`src/rtl/trig_csr_pkg.sv`:
```
package trig_csr_pkg;

  localparam logic [2:0] CSR_SELECT = 3'd0;
  localparam logic [2:0] CSR_CTRL   = 3'd1;
  localparam logic [2:0] CSR_ADDR   = 3'd2;
  localparam logic [2:0] CSR_AUX    = 3'd3;
  localparam logic [2:0] CSR_CAPS   = 3'd4;

  localparam logic [3:0] TY_ADDR2 = 4'd2;
  localparam logic [3:0] TY_ICNT  = 4'd3;
  localparam logic [3:0] TY_ADDR6 = 4'd6;

  typedef struct packed {
    logic selWr;
    logic ctrlWr;
    logic addrWr;
  } strobe_t;

  function automatic logic sizeLegal(input logic [3:0] code);
    return (code <= 4'd3) || (code == 4'd5);
  endfunction

endpackage

```
`src/rtl/trig_legalize.sv`:
```
module trig_legalize
  import trig_csr_pkg::*;
#(
  parameter int XLEN = 64
) (
  input  logic [XLEN-1:0] wrVal,
  output logic [XLEN-1:0] legal,
  output logic            typeOk
);
  localparam int TYPE_LSB = XLEN - 4;

  logic [3:0] wrType;
  logic [3:0] size2Code;
  logic       unusedBits;

  assign wrType     = wrVal[XLEN-1:TYPE_LSB];
  assign unusedBits = ^wrVal;

  generate
    if (XLEN == 64) begin : g_wide
      assign size2Code = {wrVal[22:21], wrVal[17:16]};
    end else begin : g_narrow
      assign size2Code = {2'b00, wrVal[17:16]};
    end
  endgenerate

  always_comb begin
    legal = '0;
    legal[XLEN-1:TYPE_LSB] = wrType;
    typeOk = 1'b1;
    case (wrType)
      TY_ADDR2: begin
        legal[4:0] = wrVal[4:0];
        legal[6]   = wrVal[6];
        if (sizeLegal(size2Code)) begin
          legal[17:16] = wrVal[17:16];
          if (XLEN == 64) legal[22:21] = wrVal[22:21];
        end
      end
      TY_ADDR6: begin
        legal[4:0]   = wrVal[4:0];
        legal[6]     = wrVal[6];
        legal[24:23] = wrVal[24:23];
        if (sizeLegal(wrVal[19:16])) legal[19:16] = wrVal[19:16];
      end
      TY_ICNT: begin
        legal[26:25] = wrVal[26:25];
        legal[23:10] = wrVal[23:10];
        legal[9]     = wrVal[9];
        legal[7:6]   = wrVal[7:6];
      end
      default: typeOk = 1'b0;
    endcase
  end
endmodule

```
`src/rtl/trig_csr_ctrl.sv`:
```
module trig_csr_ctrl
  import trig_csr_pkg::*;
#(
  parameter int NTRIG = 4,
  parameter int XLEN  = 64
) (
  input  logic [2:0]      csrAddr,
  input  logic            csrWe,
  input  logic [XLEN-1:0] csrWdata,
  input  logic [3:0]      curType,
  output strobe_t         stb,
  output logic [XLEN-1:0] ctrlVal
);
  logic typeOk;
  logic selInRange;
  logic addrTypeOk;

  trig_legalize #(.XLEN(XLEN)) u_legal (
    .wrVal (csrWdata),
    .legal (ctrlVal),
    .typeOk(typeOk)
  );

  assign selInRange = csrWdata < XLEN'(NTRIG);
  assign addrTypeOk = (curType == TY_ADDR2) || (curType == TY_ADDR6);

  always_comb begin
    stb.selWr  = csrWe && (csrAddr == CSR_SELECT) && selInRange;
    stb.ctrlWr = csrWe && (csrAddr == CSR_CTRL) && typeOk;
    stb.addrWr = csrWe && (csrAddr == CSR_ADDR) && addrTypeOk;
  end
endmodule

```
`src/rtl/trig_csr_regs.sv`:
```
module trig_csr_regs
  import trig_csr_pkg::*;
#(
  parameter int NTRIG = 4,
  parameter int XLEN  = 64
) (
  input  logic                  clk,
  input  logic                  rstN,
  input  strobe_t               stb,
  input  logic [2:0]            csrAddr,
  input  logic [XLEN-1:0]       csrWdata,
  input  logic [XLEN-1:0]       ctrlVal,
  output logic [XLEN-1:0]       csrRdata,
  output logic [3:0]            curType,
  output logic [NTRIG*XLEN-1:0] trigCtrl,
  output logic [NTRIG*XLEN-1:0] trigAddr
);
  localparam int IDXW = (NTRIG > 1) ? $clog2(NTRIG) : 1;
  localparam logic [XLEN-1:0] RESET_CTRL = {TY_ADDR2, {(XLEN-4){1'b0}}};
  localparam logic [XLEN-1:0] CAPS_WORD  = XLEN'(68);

  logic [IDXW-1:0] sel;
  logic [XLEN-1:0] ctrlReg [NTRIG];
  logic [XLEN-1:0] addrReg [NTRIG];
  logic [XLEN-1:0] curCtrl;
  logic [XLEN-1:0] curAddr;

  always_ff @(posedge clk) begin
    if (!rstN)          sel <= '0;
    else if (stb.selWr) sel <= csrWdata[IDXW-1:0];
  end

  generate
    for (genvar g = 0; g < NTRIG; g++) begin : g_trig
      always_ff @(posedge clk) begin
        if (!rstN) begin
          ctrlReg[g] <= RESET_CTRL;
          addrReg[g] <= '0;
        end else begin
          if (stb.ctrlWr && sel == IDXW'(g)) ctrlReg[g] <= ctrlVal;
          if (stb.addrWr && sel == IDXW'(g)) addrReg[g] <= csrWdata;
        end
      end
      assign trigCtrl[g*XLEN +: XLEN] = ctrlReg[g];
      assign trigAddr[g*XLEN +: XLEN] = addrReg[g];
    end
  endgenerate

  assign curCtrl = ctrlReg[sel];
  assign curAddr = addrReg[sel];
  assign curType = curCtrl[XLEN-1 -: 4];

  always_comb begin
    case (csrAddr)
      CSR_SELECT: csrRdata = XLEN'(sel);
      CSR_CTRL:   csrRdata = curCtrl;
      CSR_ADDR:   csrRdata = curAddr;
      CSR_CAPS:   csrRdata = CAPS_WORD;
      default:    csrRdata = '0;
    endcase
  end
endmodule

```
`src/rtl/trig_csr_bank.sv`:
```
module trig_csr_bank
  import trig_csr_pkg::*;
#(
  parameter int NTRIG = 4,
  parameter int XLEN  = 64
) (
  input  logic                  clk,
  input  logic                  rstN,
  input  logic [2:0]            csrAddr,
  input  logic                  csrWe,
  input  logic [XLEN-1:0]       csrWdata,
  output logic [XLEN-1:0]       csrRdata,
  output logic [NTRIG*XLEN-1:0] trigCtrl,
  output logic [NTRIG*XLEN-1:0] trigAddr
);
  strobe_t         stb;
  logic [XLEN-1:0] ctrlVal;
  logic [3:0]      curType;

  trig_csr_ctrl #(.NTRIG(NTRIG), .XLEN(XLEN)) u_ctrl (
    .csrAddr (csrAddr),
    .csrWe   (csrWe),
    .csrWdata(csrWdata),
    .curType (curType),
    .stb     (stb),
    .ctrlVal (ctrlVal)
  );

  trig_csr_regs #(.NTRIG(NTRIG), .XLEN(XLEN)) u_regs (
    .clk     (clk),
    .rstN    (rstN),
    .stb     (stb),
    .csrAddr (csrAddr),
    .csrWdata(csrWdata),
    .ctrlVal (ctrlVal),
    .csrRdata(csrRdata),
    .curType (curType),
    .trigCtrl(trigCtrl),
    .trigAddr(trigAddr)
  );
endmodule

```
`config.mk`:
```
export PLATFORM = sky130hd
export DESIGN_NAME = trig_csr_bank
export DESIGN_NICKNAME = d
export VERILOG_FILES = /design/src/rtl/trig_csr_pkg.sv /design/src/rtl/trig_legalize.sv /design/src/rtl/trig_csr_ctrl.sv /design/src/rtl/trig_csr_regs.sv /design/src/rtl/trig_csr_bank.sv
export SDC_FILE = /design/constraint.sdc
export NUM_CORES = 1
export LEC_CHECK = 0
export BUFFER_PORTS_ARGS = -buffer_cell sky130_fd_sc_hd__clkbuf_2
export CAP_MARGIN = 20
export CORE_AREA = 2 2 250 252
export CTS_CLUSTER_DIAMETER = 80
export DETAILED_ROUTE_END_ITERATION = 10
export DIE_AREA = 0 0 252 254
export HOLD_SLACK_MARGIN = 0.06
export PLACE_DENSITY = 0.5
export SLEW_MARGIN = 20
export SYNTH_ARGS = -nofsm -noshare
export SYNTH_HDL_FRONTEND = slang
export SYNTH_SLANG_ARGS = --single-unit
```
`constraint.sdc`:
```
create_clock -name clk -period 16.9 [get_ports clk]
set_input_delay 2.535 -clock clk [delete_from_list [all_inputs] [get_ports clk]]
set_output_delay 2.535 -clock clk [all_outputs]
set_load 0.01 [all_outputs]
```
* Yosys cells after proc, flatten, opt, wreduce, memory -nomap -nowiden
Memories as Yosys holds them, arrays and structs flattened. A register that Yosys moved wholly into a read port is not among the register bits.
Cells that the tools add are included.
** Word-level totals
- Input port bits :: 70
- Word-level logic and storage cells :: 102
- Flip-flop bits (word level) :: 2
- Memory bits (writable) :: 372
- Bits in latches :: 0
- Output and inout bits :: 576
- ROM bits :: 0
- Memories kept :: 2
** Memory list
- u_regs.addrReg :: words 4, width 64, rd ports 5, clocked after Yosys merged registers in 1, write ports 4, line trig_csr_regs.sv:24 : logic [XLEN-1:0] addrReg [NTRIG];
- u_regs.ctrlReg :: words 4, width 29, rd ports 5, clocked after Yosys merged registers in 1, write ports 4, line trig_csr_regs.sv:23 : logic [XLEN-1:0] ctrlReg [NTRIG];
** Cells by class
- Reduce and logical (&&, ||, !) cells :: 22
- Shifts and indexed selects :: 0
- Bitwise logic cells :: 8
- $lt $le $gt $ge :: 3
- Muxes and demuxes :: 53
- Equal/unequal tests :: 13
- Multipliers :: 0
- Div/mod/pow operators :: 0
- Add/sub/neg operators :: 0
** Operator list (count)
- $mux 64 :: 4
- $pmux 64 s4 :: 1
- $mux 29 :: 4
- $lt 64x3->1 const B :: 1
- $mux 1 :: 31
- $eq 4x3->1 const B :: 4
- $logic_and 1x1->1 :: 14
- $mux 2 :: 7
- $eq 4x2->1 const B :: 3
- $le 4x2->1 const B :: 2
- $or 1x1->1 :: 8
- $pmux 2 s2 :: 2
- $mux 7 :: 1
- $pmux 2 s3 :: 1
- $mux 5 :: 1
- $eq 2x2->1 const B :: 2
- $mux 4 :: 1
- $reduce_or 2->1 :: 2
- $eq 3x1->1 const B :: 1
- $eq 3x2->1 const B :: 1
- $eq 3x3->1 const B :: 1
- $logic_not 3->1 :: 1
- $logic_or 1x1->1 :: 3
- $reduce_or 3->1 :: 1
- 2 further kinds :: 2

* Logic depth before layout (Yosys ltp)
Gate-level depths: netlist of the first run.
- Depth in word-level cells :: 9
- Mapped depth :: 8
- Gate-level depth less buffers :: 5

* By module
A second synthesis of the first run with hierarchy kept.
** Second synthesis, totals
- Cell total of the unflattened synthesis :: 1480
- Area total of the unflattened synthesis :: 23562.6 um^2
** By module, submodules not included
- trig_csr_regs :: cells each 1373, sequential area each 15454.8 um^2, area each 22833.1 um^2, instances 1
- trig_legalize :: cells each 80, sequential area each 0.0 um^2, area each 556.8 um^2, instances 1
- trig_csr_ctrl :: cells each 27, sequential area each 0.0 um^2, area each 172.7 um^2, instances 1

* Least setup slack after synthesis of the first run
No wires, ideal clock.
- Path kind :: input port to flip-flop
- Start point :: input csrAddr[2]
- End point :: memory u_regs.addrReg[0][0], enable pin
- Setup time :: 575 ps
- Stages on the path :: 6
- Required time :: 16325 ps
- Slack :: 8016 ps
- Path buffers :: 2
- Arrival :: 8309 ps
- Cells stage by stage :: buf_2 or3b_1 buf_2 nor4b_4 nand2_2 o21ai_0
** RTL lines
- start: declaration :: line trig_csr_bank.sv:9 : input logic [2:0] csrAddr,
- end: declaration :: line trig_csr_regs.sv:24

* Final worst setup path of the first run
- Start point :: input csrAddr[2]
- End point :: output csrRdata[33]
** Between the ends
- Cells in the longest elaborated chain, start to end :: 2
- Elaborated cells on any way between the ends :: 5
- Those cells by class :: eq/ne (3); mux (1); reduce/logical (1)
** RTL lines
- $eq 3x3->1 (tied with other cells) :: line trig_csr_regs.sv:54 : case (csrAddr)
- $pmux 64 s4 * :: line trig_csr_regs.sv:54
- end: declaration :: line trig_csr_bank.sv:12 : output logic [XLEN-1:0] csrRdata,
Every way passes the cells marked *; elsewhere a longest branch is shown, timed or not.

==> results of run 1 <==
-- layout make-up --
class | instances | area, µm² | share of cell area, %
flip-flops and latches | 376 | 11300 | 50.3
multi-input cells | 782 | 5870 | 26.2
repair buffers | 527 | 2710 | 12.1
clock buffers | 50 | 1140 | 5.11
well taps | 790 | 988 | 4.41
clock inverters | 34 | 407 | 1.82
inverters | 3 | 11.3 | 0.0503
diodes | 1 | 2.50 | 0.0112
-- cell usage after synthesis (all sizes together) --
cell type	instances	share of area (%)
nor2	112	2.5
dfxtp	4	0.45
nor3b	1	0.070
nand2b	2	0.070
o21ai	10	0.28
a22o	25	1.2
xor2	1	0.049
clkinv	1	0.021
buf	176	6.9
edfxtp	372	63
nand2	36	0.77
and4	1	0.049
a22oi	3	0.13
nand4	3	0.11
nor4b	2	0.18
inv	2	0.042
nor2b	41	1.4
and3	4	0.14
mux4	93	12
nor4	15	0.53
nand3	8	0.29
and2	249	8.7
or3b	1	0.049
conb	2	0.042
clkbuf	33	0.69
a21oi	3	0.084
mux2i	6	0.34
nor3	17	0.48
o21a	1	0.042
-- logic make-up (layout without fill, tap and decap cells) --
family	Yosys count	in the layout	synth area share (%)
buffers and inverters	212	614	7.65
muxes	99	99	12.1
DFF	376	376	63.0
AOI/OAI and AO/OA	42	42	1.76
other	2	149	0.0421
xor gates and xnor gates	1	1	0.0491
and+or+nand+nor	492	492	15.4
-- worst max-delay path, stage by stage --
cell                       delay, ns
sky130_fd_sc_hd__clkbuf_2       0.21
sky130_fd_sc_hd__or3b_2         0.89
sky130_fd_sc_hd__nor2b_1        0.26
sky130_fd_sc_hd__clkbuf_2       0.17
-- per-stage QoR --
| stage | cell area [µm²] | worst slack [ns] | total power [mW] |
|---|---|---|---|
| 6_report | 22400 | 10.25 | 2.31 |
| 5_1_grt | 22400 | 10.16 | 2.38 |
| 3_5_place_dp | 20800 | 10.23 | 1.31 |
| 3_3_place_gp | 20800 | 10.28 | 1.31 |
| 2_1_floorplan | 18400 | 8.02 | 1.21 |
| 4_1_cts | 22400 | 10.23 | 2.34 |
-- per-layer routing --
layer	up-vias	global-route usage, %
li1	5214	-
met1	6258	26.5
met2	557	35.4
met3	87	4.66
met4	2	6.12
met5	-	0
-- state kept, by name, indices dropped and copies added (netlist names), named ones only --
| register | flops |
|---|---|
| u_regs.addrReg | 256 |
| u_regs.ctrlReg | 116 |
| u_regs.sel | 2 |
-- power breakdown --
part / total (mW) / internal, mW / switching [mW]
sequential: 1.10 / 1.07 / 0.0312
combinational: 0.186 / 0.0570 / 0.129
clock: 1.03 / 0.617 / 0.412
total: 2.31 / 1.74 / 0.572
-- how the worst max path moves through the flow --
stage                                      end  slack (ns)  depth (start not counted)
after global placement            csrRdata[48]       10.28                          4
after global routing              csrRdata[42]       10.16                          4
final                             csrRdata[33]       10.25                          4
after floorplan           u_regs.addrReg[0][0]        8.02                          6
after detailed placement          csrRdata[33]       10.23                          4
after CTS                         csrRdata[41]       10.23                          4
==> results.md, run 1 <==
- Measured on the finished design, the core utilization comes to 36.6%.
- The overall die area is 64000 µm².
- The synthesized instance count is 1224.
- The flow ran to the end, and the final reports show no timing, DRC or antenna violations.
- After routing, the total negative slack on setup checks comes to 0 ns.
- The H-tree generated during clock tree synthesis spans 2 levels.
- The number of nets in the finished design is 1805.
- Buffers inserted during clock tree synthesis total 45.
- The maximum fanout count along the critical path is 36.
- Once detailed placement completed, the half-perimeter wirelength came to 50.5 mm.
- The first-pass GRT wire length is 93.5 mm.
- The row count is 91.
- The hold violation count in the final report is 0.
- The quantity of I/O buffers inserted on ports is 505.
- In this run the tightest slew margin relative to its limit is 30.3%.
- The most frequent standard cell in the layout excluding fill and tap cells is sky130_fd_sc_hd__clkbuf_2.
- Counting tap cells, the placed design contains a total of 2478 instances.
- The leakage component of the power is 8.82 nW.
- The critical hold path startpoint is u_regs.sel[0].
- The power density normalized to cell area is 103 nW/µm².
- The worst setup path is captured at an output port.
- The number of buffers on the longest clock path is 3.
- The starting DRC count in detailed routing is 960.
- The achievable frequency is 150 MHz.
- The highest metal layer with signal wires is met5.
- The worst register-to-register path has a depth of 7.
- The count of nets left with antenna violations once routing finished came out at 0.
- After detailed routing, the total wire length is 69.1 mm.
- The overall die width is 252 µm.
- The fraction of layout cells with a size suffix above 1 is 40.1%.
- The synthesized area divided by synthesized cell count is 14.6 µm².
- The number of iterations in the first detailed-routing pass is 4.
- The final-layout worst hold slack is 0.613 ns.
- The final clock skew is 0.0147 ns.
- After clock tree synthesis, the repair step resized 0 gates.
- Setup violations remaining at the end of the flow were counted as 0.
- In this run the critical register-to-register path is captured at u_regs.addrReg[2][45].
- At the pin with the least slew margin, the transition time is 1.04 ns.
- The summed instance area of the synthesized netlist is 17900 µm².
- The CTS tree is built.
- The area overhead of the layout relative to synthesis is 25.4%.
- The routed length on met1 is 28.2 mm.
- The vias after detailed routing is 12.1k.
- After detailed routing, the average wire length per cell comes to 27.0 µm.
- The tool flagged a number of max-cap violations equal to 0.
- Setup repair after global routing left no endpoint under its margin.
- The share of the clock period used by the worst path is 39.4%.
- The destination of the worst hold path is u_regs.sel[0].
- In this run the count of I/O pins placed on the die edge is 646.
- The initial core utilization is 29.1%.
- The remaining routing DRC violations is 0.
- Counting flops and latches in the post-synthesis netlist gives 376.
- The count of clock tree sinks is 376.
- The initial antenna violation count is 2.
- The final non-filler cell total is 2563.
- The min-delay analysis places its worst path in the category reg2reg.
- STA classifies the critical path startpoint as a primary input.
- The number of filler cells placed in the layout is 5970.
- VDD sags by at most 0.0621 mV.
- The via count normalized by instance count is 4.73.
- The critical path launch point is csrAddr[2].
- Post-CTS timing repair inserted 0 buffers for setup.
- The weighted congestion reported at the end of routability-driven placement is 0.865.
- The worst path in the final design needs a cycle of 6.65 ns, including I/O delays and setup.
- The worst setup path is of the in2out kind.
- The routed length on met2 is 34.4 mm.
- The synthesized netlist contains 35 unique library cells.
- The worst hold path was traced through 2 stages.
- The share of the Yosys chip area taken by registers is 63.0%.
- The total area inside the core boundary comes to 61300 µm².
- The die is 254 µm tall.
- The endpoint required time on the critical path is 14.37 ns.
- The via count of the first global-routing pass is 11.7k.
- The clock-pin slew reported for the worst setup and hold paths after clock tree synthesis is 0.06 ns.
- The combined global-route utilization of all metal layers is 20.8%.
- The worst register-to-register path has a setup slack of 11.49 ns.
- Wire segments on met3 add up to 4.66 mm in the final route.
- The total of warnings raised by yosys is 0.
- For this run the aggregate overflow at the end of global routing stands at 0.
- The library cells used most frequently in the layout, excluding fill and tap cells, are sky130_fd_sc_hd__clkbuf_2, sky130_fd_sc_hd__edfxtp_1, sky130_fd_sc_hd__and2_1, sky130_fd_sc_hd__conb_1, sky130_fd_sc_hd__nor2_1.
- The root buffer cell is sky130_fd_sc_hd__clkbuf_16.
- The clock network latency to the later pin of the worst-skew pair is 0.58 ns.
- Entering global routing, the biggest net connects 63 pins.
- The number of hold-repair buffers added at the cts stage is 0.
- The worst endpoint data arrival time is 4.12 ns.
- The count of final max-slew check failures is 0.
Power figures use the tool's default switching activity.
==> run 2: changes to the inputs <==
--- a/config.mk
+++ b/config.mk
@@ -7,12 +7,12 @@
 export LEC_CHECK = 0
 export BUFFER_PORTS_ARGS = -buffer_cell sky130_fd_sc_hd__clkbuf_2
 export CAP_MARGIN = 20
-export CORE_AREA = 2 2 250 252
+export CORE_AREA = 2 2 248 250
 export CTS_CLUSTER_DIAMETER = 80
 export DETAILED_ROUTE_END_ITERATION = 10
-export DIE_AREA = 0 0 252 254
+export DIE_AREA = 0 0 250 252
 export HOLD_SLACK_MARGIN = 0.06
-export PLACE_DENSITY = 0.5
+export PLACE_DENSITY = 0.52
 export SLEW_MARGIN = 20
 export SYNTH_ARGS = -nofsm -noshare
 export SYNTH_HDL_FRONTEND = slang
==> constraint.sdc (replaced) <==
create_clock -name clk -period 5.49 [get_ports clk]
set_input_delay 0.8235 -clock clk [delete_from_list [all_inputs] [get_ports clk]]
set_output_delay 0.8235 -clock clk [all_outputs]
set_load 0.01 [all_outputs]
==> run 2 against run 1 <==
  * Register-to-register slack got worse by 9.3 ns
  * Sequential cell count did not move
  * Non-clock buffer count is 4 higher
  * First-iteration DRC count up 4.8%
  * Via count increased by 0.41%
  * Critical path depth rose by 1
  * Largest power group unchanged
  * Highest routed layer unchanged
==> results.md, run 2 (synthesis gave the netlist of run 1 again) <==
- The run finished with clean final reports.
- The cell count after placement is 2474.
- The vertical extent of the die is 252 µm.
- The clock network latency to the later pin of the worst-skew pair is 0.57 ns.
- After global routing the overflow that remains totals 0.
- The largest registers in the layout are u_regs.addrReg x256, u_regs.ctrlReg x116, u_regs.sel x2.
- The final critical delay including setup and external delays is 3.98 ns.
- The initial core utilization is 29.7%.
- After detailed routing, the average wire length per cell comes to 27.0 µm.
- Setup violations remaining at the end of the flow were counted as 0.
- The peak supply drop is 0.180 mV.
- The kind of cell with the highest combined delay along the critical path is buffers and inverters.
- The number of gates resized after cts is 0.
- The power density normalized to cell area is 308 nW/µm².
- The TritonCTS buffer count is 44.
- The library cell used most frequently in the layout, excluding fill and tap cells, is sky130_fd_sc_hd__clkbuf_2.
- The weighted congestion reported at the end of routability-driven placement is 0.890.
- The most utilized layer in the global route result is met2.
- The first global-routing pass estimated 94.5 mm of wire.
- The met1 layer usage reported by global route is 27.6%.
- Global routing consumed, on the met2 layer, 36.2% of the routing resources.
- The register with the most flip-flops in the layout has 256 of them.
- Once layout is complete, the cells apart from fillers number 2555.
- The largest single stage delay on the critical path is 0.75 ns.
- In the final design database the tool counted 1808 nets.
- Input and output buffers added on the ports amount to 505.
- The count of final max-slew check failures is 0.
- The area overhead of the layout relative to synthesis is 24.9%.
- The transition time at the pin with the least slew margin is 0.827 ns.
- The endpoint required time on the critical path is 4.67 ns.
- The count of maximum capacitance violations is 0.
- For this run, design rule violations remaining after detail routing come to 0.
- The worst setup path is launched from a flip-flop.
- The initial antenna violation count came to 7.
- In this run, the number of DRC markers left after iteration 0 of detailed routing was 1006.
- In this run the static leakage power is 8.78 nW.
- The row count is 90.
- Static timing analysis puts the maximum clock frequency at 251 MHz.
- The maximum fanout count along the critical path is 40.
- The first TritonRoute pass finished after 7 iterations.
- Counting stages on the worst path, the most repeated cell is sky130_fd_sc_hd__buf_4.
- The number of placed I/O pins is 646.
- The tree built by TritonCTS fans out to 376 sinks.
- The worst pin sits at a relative slew slack of 44.4%.
- The largest net degree at the start of global routing is 57.
- In the global route stage, met3 resource usage came out at 4.78%.
- Global routing used 21.2% of the available tracks.
- The cell with the largest stage delay on the worst path is sky130_fd_sc_hd__dfxtp_4.
- The via count normalized by instance count is 4.76.
- The root buffer cell is sky130_fd_sc_hd__clkbuf_16.
- The via count of the first global-routing pass came to 11.9k.
- The overall die width is 250 µm.
- The worst endpoint data arrival time is 3.16 ns.
- Across all layers, the routed design uses 12.2k vias.
- The tightest min-delay check is of the in2reg type.
- The number of buffers on the longest clock path is 3.
- The total core area is 60100 µm².
- Of the cells placed in the final design, the portion with a size suffix greater than 1 is 39.7%.
- In the layout the commonest cells are sky130_fd_sc_hd__clkbuf_2, sky130_fd_sc_hd__edfxtp_1, sky130_fd_sc_hd__and2_1, sky130_fd_sc_hd__conb_1, sky130_fd_sc_hd__nor2_1.
- Hold timing on the final database bottoms out at a slack of 0.603 ns.
- The hold violation count in the final report was 0.
- The half-perimeter wire length of the detailed placement result is 50.7 mm.
- Setup repair after global routing left no endpoint under its margin.
- The worst setup path is captured at an output port.
- The share of the clock period used by the worst path is 72.5%.
- Together, buffers and inverters on the worst path number 3.
- The remaining number of nets flagged by the antenna check after routing is 0.
- The setup path with the least slack is of type reg2out.
- Clock-pin slew was measured on the worst setup and hold paths at 0.06 ns.
- The total wirelength of the detailed-routed design is 69.0 mm.
- Between clock sinks in the finished design, the worst skew comes to 0.0173 ns.
- Ranked by flip-flop count, first place goes to u_regs.addrReg.
- The post-CTS setup buffer count is 0.
- TritonCTS built the clock tree.
- The number of hold-repair buffers added at the cts stage is 0.
- Walking the worst path, the cells encountered are buf_4 > buf_4 > mux4_2 > nor2b_1 > clkbuf_2.
- The floorplan step defined a die boundary enclosing 63000 µm².
- The H-tree was split into 2 levels.
[run 2: cell count changes in the layout (fill, tap and decap cells not counted), moves of 2 or more]
cell | before | now
sky130_fd_sc_hd__bufinv_16 | 8 | 4
sky130_fd_sc_hd__diode_2 | 1 | 4
sky130_fd_sc_hd__buf_12 | 0 | 5
sky130_fd_sc_hd__clkinvlp_4 | 2 | 0
sky130_fd_sc_hd__clkbuf_1 | 5 | 8
sky130_fd_sc_hd__nand3_1 | 5 | 7
sky130_fd_sc_hd__clkinv_2 | 8 | 5
sky130_fd_sc_hd__nand3_2 | 2 | 0
[run 2: final cells by class]
| type | count | area (µm²) |
|---|---|---|
| well taps | 782 | 978 |
| multi-input cells | 782 | 5860 |
| clock buffers | 53 | 1160 |
| repair buffers | 531 | 2790 |
| flip-flops and latches | 376 | 11300 |
| clock inverters | 24 | 241 |
| diodes | 4 | 10.0 |
| inverters | 3 | 11.3 |
| fillers | 5868 | 37800 |
[run 2: through the flow]
stage,setup TNS (ns),setup slack [ns],instance area (µm²),util [%],power [mW]
2_1_floorplan,-215.35,-1.68,18400,-,3.74
3_3_place_gp,0,1.63,20900,34.7,4.03
3_5_place_dp,0,1.60,20900,34.7,4.03
4_1_cts,0,1.37,22300,37.1,6.94
5_1_grt,0,1.30,22300,37.1,7.07
6_report,0,1.51,22300,37.1,6.86
[run 2: where the power goes]
group          leakage [nW]  switching (mW)  internal (mW)
clock                 0.687            1.21           1.70
combinational          4.45           0.392          0.177
sequential             3.64           0.102           3.29
[run 2: final timing paths]
path	from	endpoint	slack [ns]	cells past startpoint
min reg2reg	u_regs.sel[0]	flip-flop	0.61	2
max	flip-flop	csrRdata[44]	1.51	5
max reg2reg	flip-flop	u_regs.addrReg[0][11]	2.20	5
min	csrWdata[43]	u_regs.addrReg[0][43]	0.60	2
[run 2: per-layer routing]
layer / vias to the layer above / share of wire, %
li1: 5198 / -
met1: 6274 / 41
met2: 619 / 50
met3: 73 / 7.5
met4: 4 / 2.0
met5: - / 0.033
==> run 3: changes to the inputs <==
==> constraint.sdc (replaced) <==
create_clock -name clk -period 3.5 [get_ports clk]
set_input_delay 0.525 -clock clk [delete_from_list [all_inputs] [get_ports clk]]
set_output_delay 0.525 -clock clk [all_outputs]
set_load 0.01 [all_outputs]
==> run 3 against run 2 <==
  * First-iteration DRC count decreased by 8.3%
  * Die area stayed put
  * Design area rose by 0.59%
  * Sequential share of layout area down 0.30 points
  * Power rose by 54%
  * Sequential cell count stayed put
  * Combinational power is 60% higher
  * Via count shrank 0.28%
  * Count of clock-buffer cells in the layout is the same
  * Routed wire length shrank 1.6%
  * Register-to-register slack got worse by 1.4 ns
  * Highest routed layer unchanged
==> results.md, run 3 (synthesis gave the netlist of run 1 again) <==
- The count of final max-slew check failures is 0.
- The leakage component of the power is 8.85 nW.
- The initial antenna violation count came to 8.
- For this run, design rule violations remaining after detail routing come to 0.
- The number of placed I/O pins is 646.
- In the final routed layout, each cell accounts on average for 26.4 µm.
- The worst stage delay on the critical path is 0.66 ns.
- The via count normalized by instance count is 4.72.
- The run finished with clean final reports.
- After clock tree synthesis, the setup repair step added 0 buffers.
- Data arrives at the worst endpoint at 2.67 ns.
- Of all nets on the critical path, the largest fanout is 52.
- Ranked by flip-flop count, first place goes to u_regs.addrReg.
- After routing the design area is 22400 µm².
- The total wirelength of the detailed-routed design is 67.9 mm.
- Power comes to 10.6 mW.
- The largest net degree at the start of global routing is 59.
- Static timing analysis puts the maximum clock frequency at 313 MHz.
- The worst path needs 3.20 ns of the cycle, external delays included.
- The number of filler cells placed in the layout is 5880.
- The area overhead of the layout relative to synthesis is 25.6%.
- The share of the clock period used by the worst path is 91.3%.
- At the end of routability-driven placement, the weighted congestion stood at 0.839.
- At the pin with the least slew margin, the transition time is 0.897 ns.
- The top cell family by delay on the critical path is buffers and inverters.
- The count of maximum capacitance violations is 0.
- The quantity of I/O buffers inserted on ports is 505.
- Setup slack on the critical path of the routed design comes to 0.305 ns.
- Cells with a size suffix above 1 make up 40.1% of the layout.
- In the final layout, the registers with the most flip-flops are u_regs.addrReg x256, u_regs.ctrlReg x116, u_regs.sel x2.
- The cell with the largest stage delay on the worst path is sky130_fd_sc_hd__buf_4.
- The detail route stage leaves a number of antenna-violating nets equal to 0.
- After routing, the total negative slack on setup checks comes to 0 ns.
- After detailed placement, the total cell area comes to 21100 µm².
- Across the VDD grid, the largest voltage drop is 0.312 mV.
- The number of iterations in the first detailed-routing pass is 5.
- For this configuration, the core starts out at a cell density of 29.7%.
- Setup violations remaining at the end of the flow were counted as 0.
- The first global-routing pass estimated 92.0 mm of wire.
- For this design, the CTS-stage hold fixing added 0 buffers.
- The via count of the first global-routing pass is 11.8k.
- The H-tree depth is 2.
- The hold violation count in the final report is 0.
- Power spread over the standard cell area amounts to 472 nW/µm².
- Once placement completed, the tool counted placed cells totaling 2490.
- The clock reaches the later pin of the worst-skew pair after 0.57 ns.
- The first routing iteration left 922 violations.
- The final non-filler cell total is 2573.
- Measured along the x axis, the die boundary spans 250 µm.
- Clock tree synthesis found a total of 376 sinks.
- The final clock skew is 0.0292 ns.
- The worst slew margin relative to its limit is 40.2%.
- The TritonCTS buffer count is 45.
- The floorplan step defined a die boundary enclosing 63000 µm².
- At the placement stage, the worst setup path has a slack of 0.469 ns.
- The register with the most flip-flops in the layout has 256 of them.
- After global routing the overflow that remains totals 0.
- After floorplanning, the core was divided into 90 placement rows.
- The region available for standard cell placement spans 60100 µm².
- At the end of the flow the core is filled with cells to 37.3%.
- Post-CTS repair changed the size of 0 cells.
- Leaving out fill and tap cells, the most frequent cells in the layout are sky130_fd_sc_hd__clkbuf_2, sky130_fd_sc_hd__edfxtp_1, sky130_fd_sc_hd__and2_1, sky130_fd_sc_hd__conb_1, sky130_fd_sc_hd__nor2_1.
- The endpoint kind of the worst setup timing path is an output port.
- The worst setup path is launched from a flip-flop.
- Traced cell by cell, the critical path runs through buf_4 > mux4_2 > a22oi_1 > o21ai_0 > clkbuf_2.
- Setup repair after global routing left no endpoint under its margin.
- For this run, the total global-route usage over all layers was measured as 20.7%.
- The net count of the finished layout is 1825.
- The clock passes through at most 3 buffers.
- The CTS tree is built.
- The final-layout worst hold slack is 0.294 ns.
- The clock-pin slew reported for the worst setup and hold paths after clock tree synthesis is 0.06 ns.
- The path class of the tightest hold or removal check is in2reg.
- For the worst setup path, the data required time is 2.97 ns.
- The critical path in this run is classified as reg2out.
- The die is 252 µm tall.
- The root buffer cell is sky130_fd_sc_hd__clkbuf_16.
- The number of buffer and inverter stages on the critical path is 2.
- The most frequent standard cell in the layout excluding fill and tap cells is sky130_fd_sc_hd__clkbuf_2.
- The half-perimeter wire length of the detailed placement result is 50.2 mm.
- The vias after detailed routing is 12.1k.
==> run 3: path summary, 6_finish.rpt <==
kind | end | from | cells after the start | slack, ns
max | csrRdata[6] | flip-flop | 5 | 0.30
min | u_regs.addrReg[2][34] | csrWdata[34] | 2 | 0.29
max reg2reg | u_regs.addrReg[2][3] | u_regs.ctrlReg[3][25] | 5 | 0.79
min reg2reg | u_regs.sel[0] | u_regs.sel[0] | 2 | 0.59
==> run 3: final cells by class <==
type | count | area (µm²) | area share [%]
flip-flops and latches | 376 | 11300 | 50.2
clock buffers | 53 | 1160 | 5.15
well taps | 782 | 978 | 4.36
inverters | 3 | 11.3 | 0.0502
clock inverters | 29 | 198 | 0.881
diodes | 1 | 2.50 | 0.0112
multi-input cells | 782 | 5860 | 26.1
repair buffers | 547 | 2970 | 13.2
==> run 3: per-layer routing <==
| layer | vias to the layer above | part of all wire [%] | global-route usage, % |
|---|---|---|---|
| met2 | 610 | 49 | 34.8 |
| met5 | - | 0.056 | 0 |
| li1 | 5239 | - | - |
| met4 | 6 | 2.5 | 5.75 |
| met1 | 6199 | 39 | 26.0 |
| met3 | 80 | 8.5 | 6.13 |
==> run 3: where the power goes <==
part / internal, mW / switching (mW)
clock: 2.45 / 1.91
combinational: 0.288 / 0.625
sequential: 5.16 / 0.150
total: 7.89 / 2.69
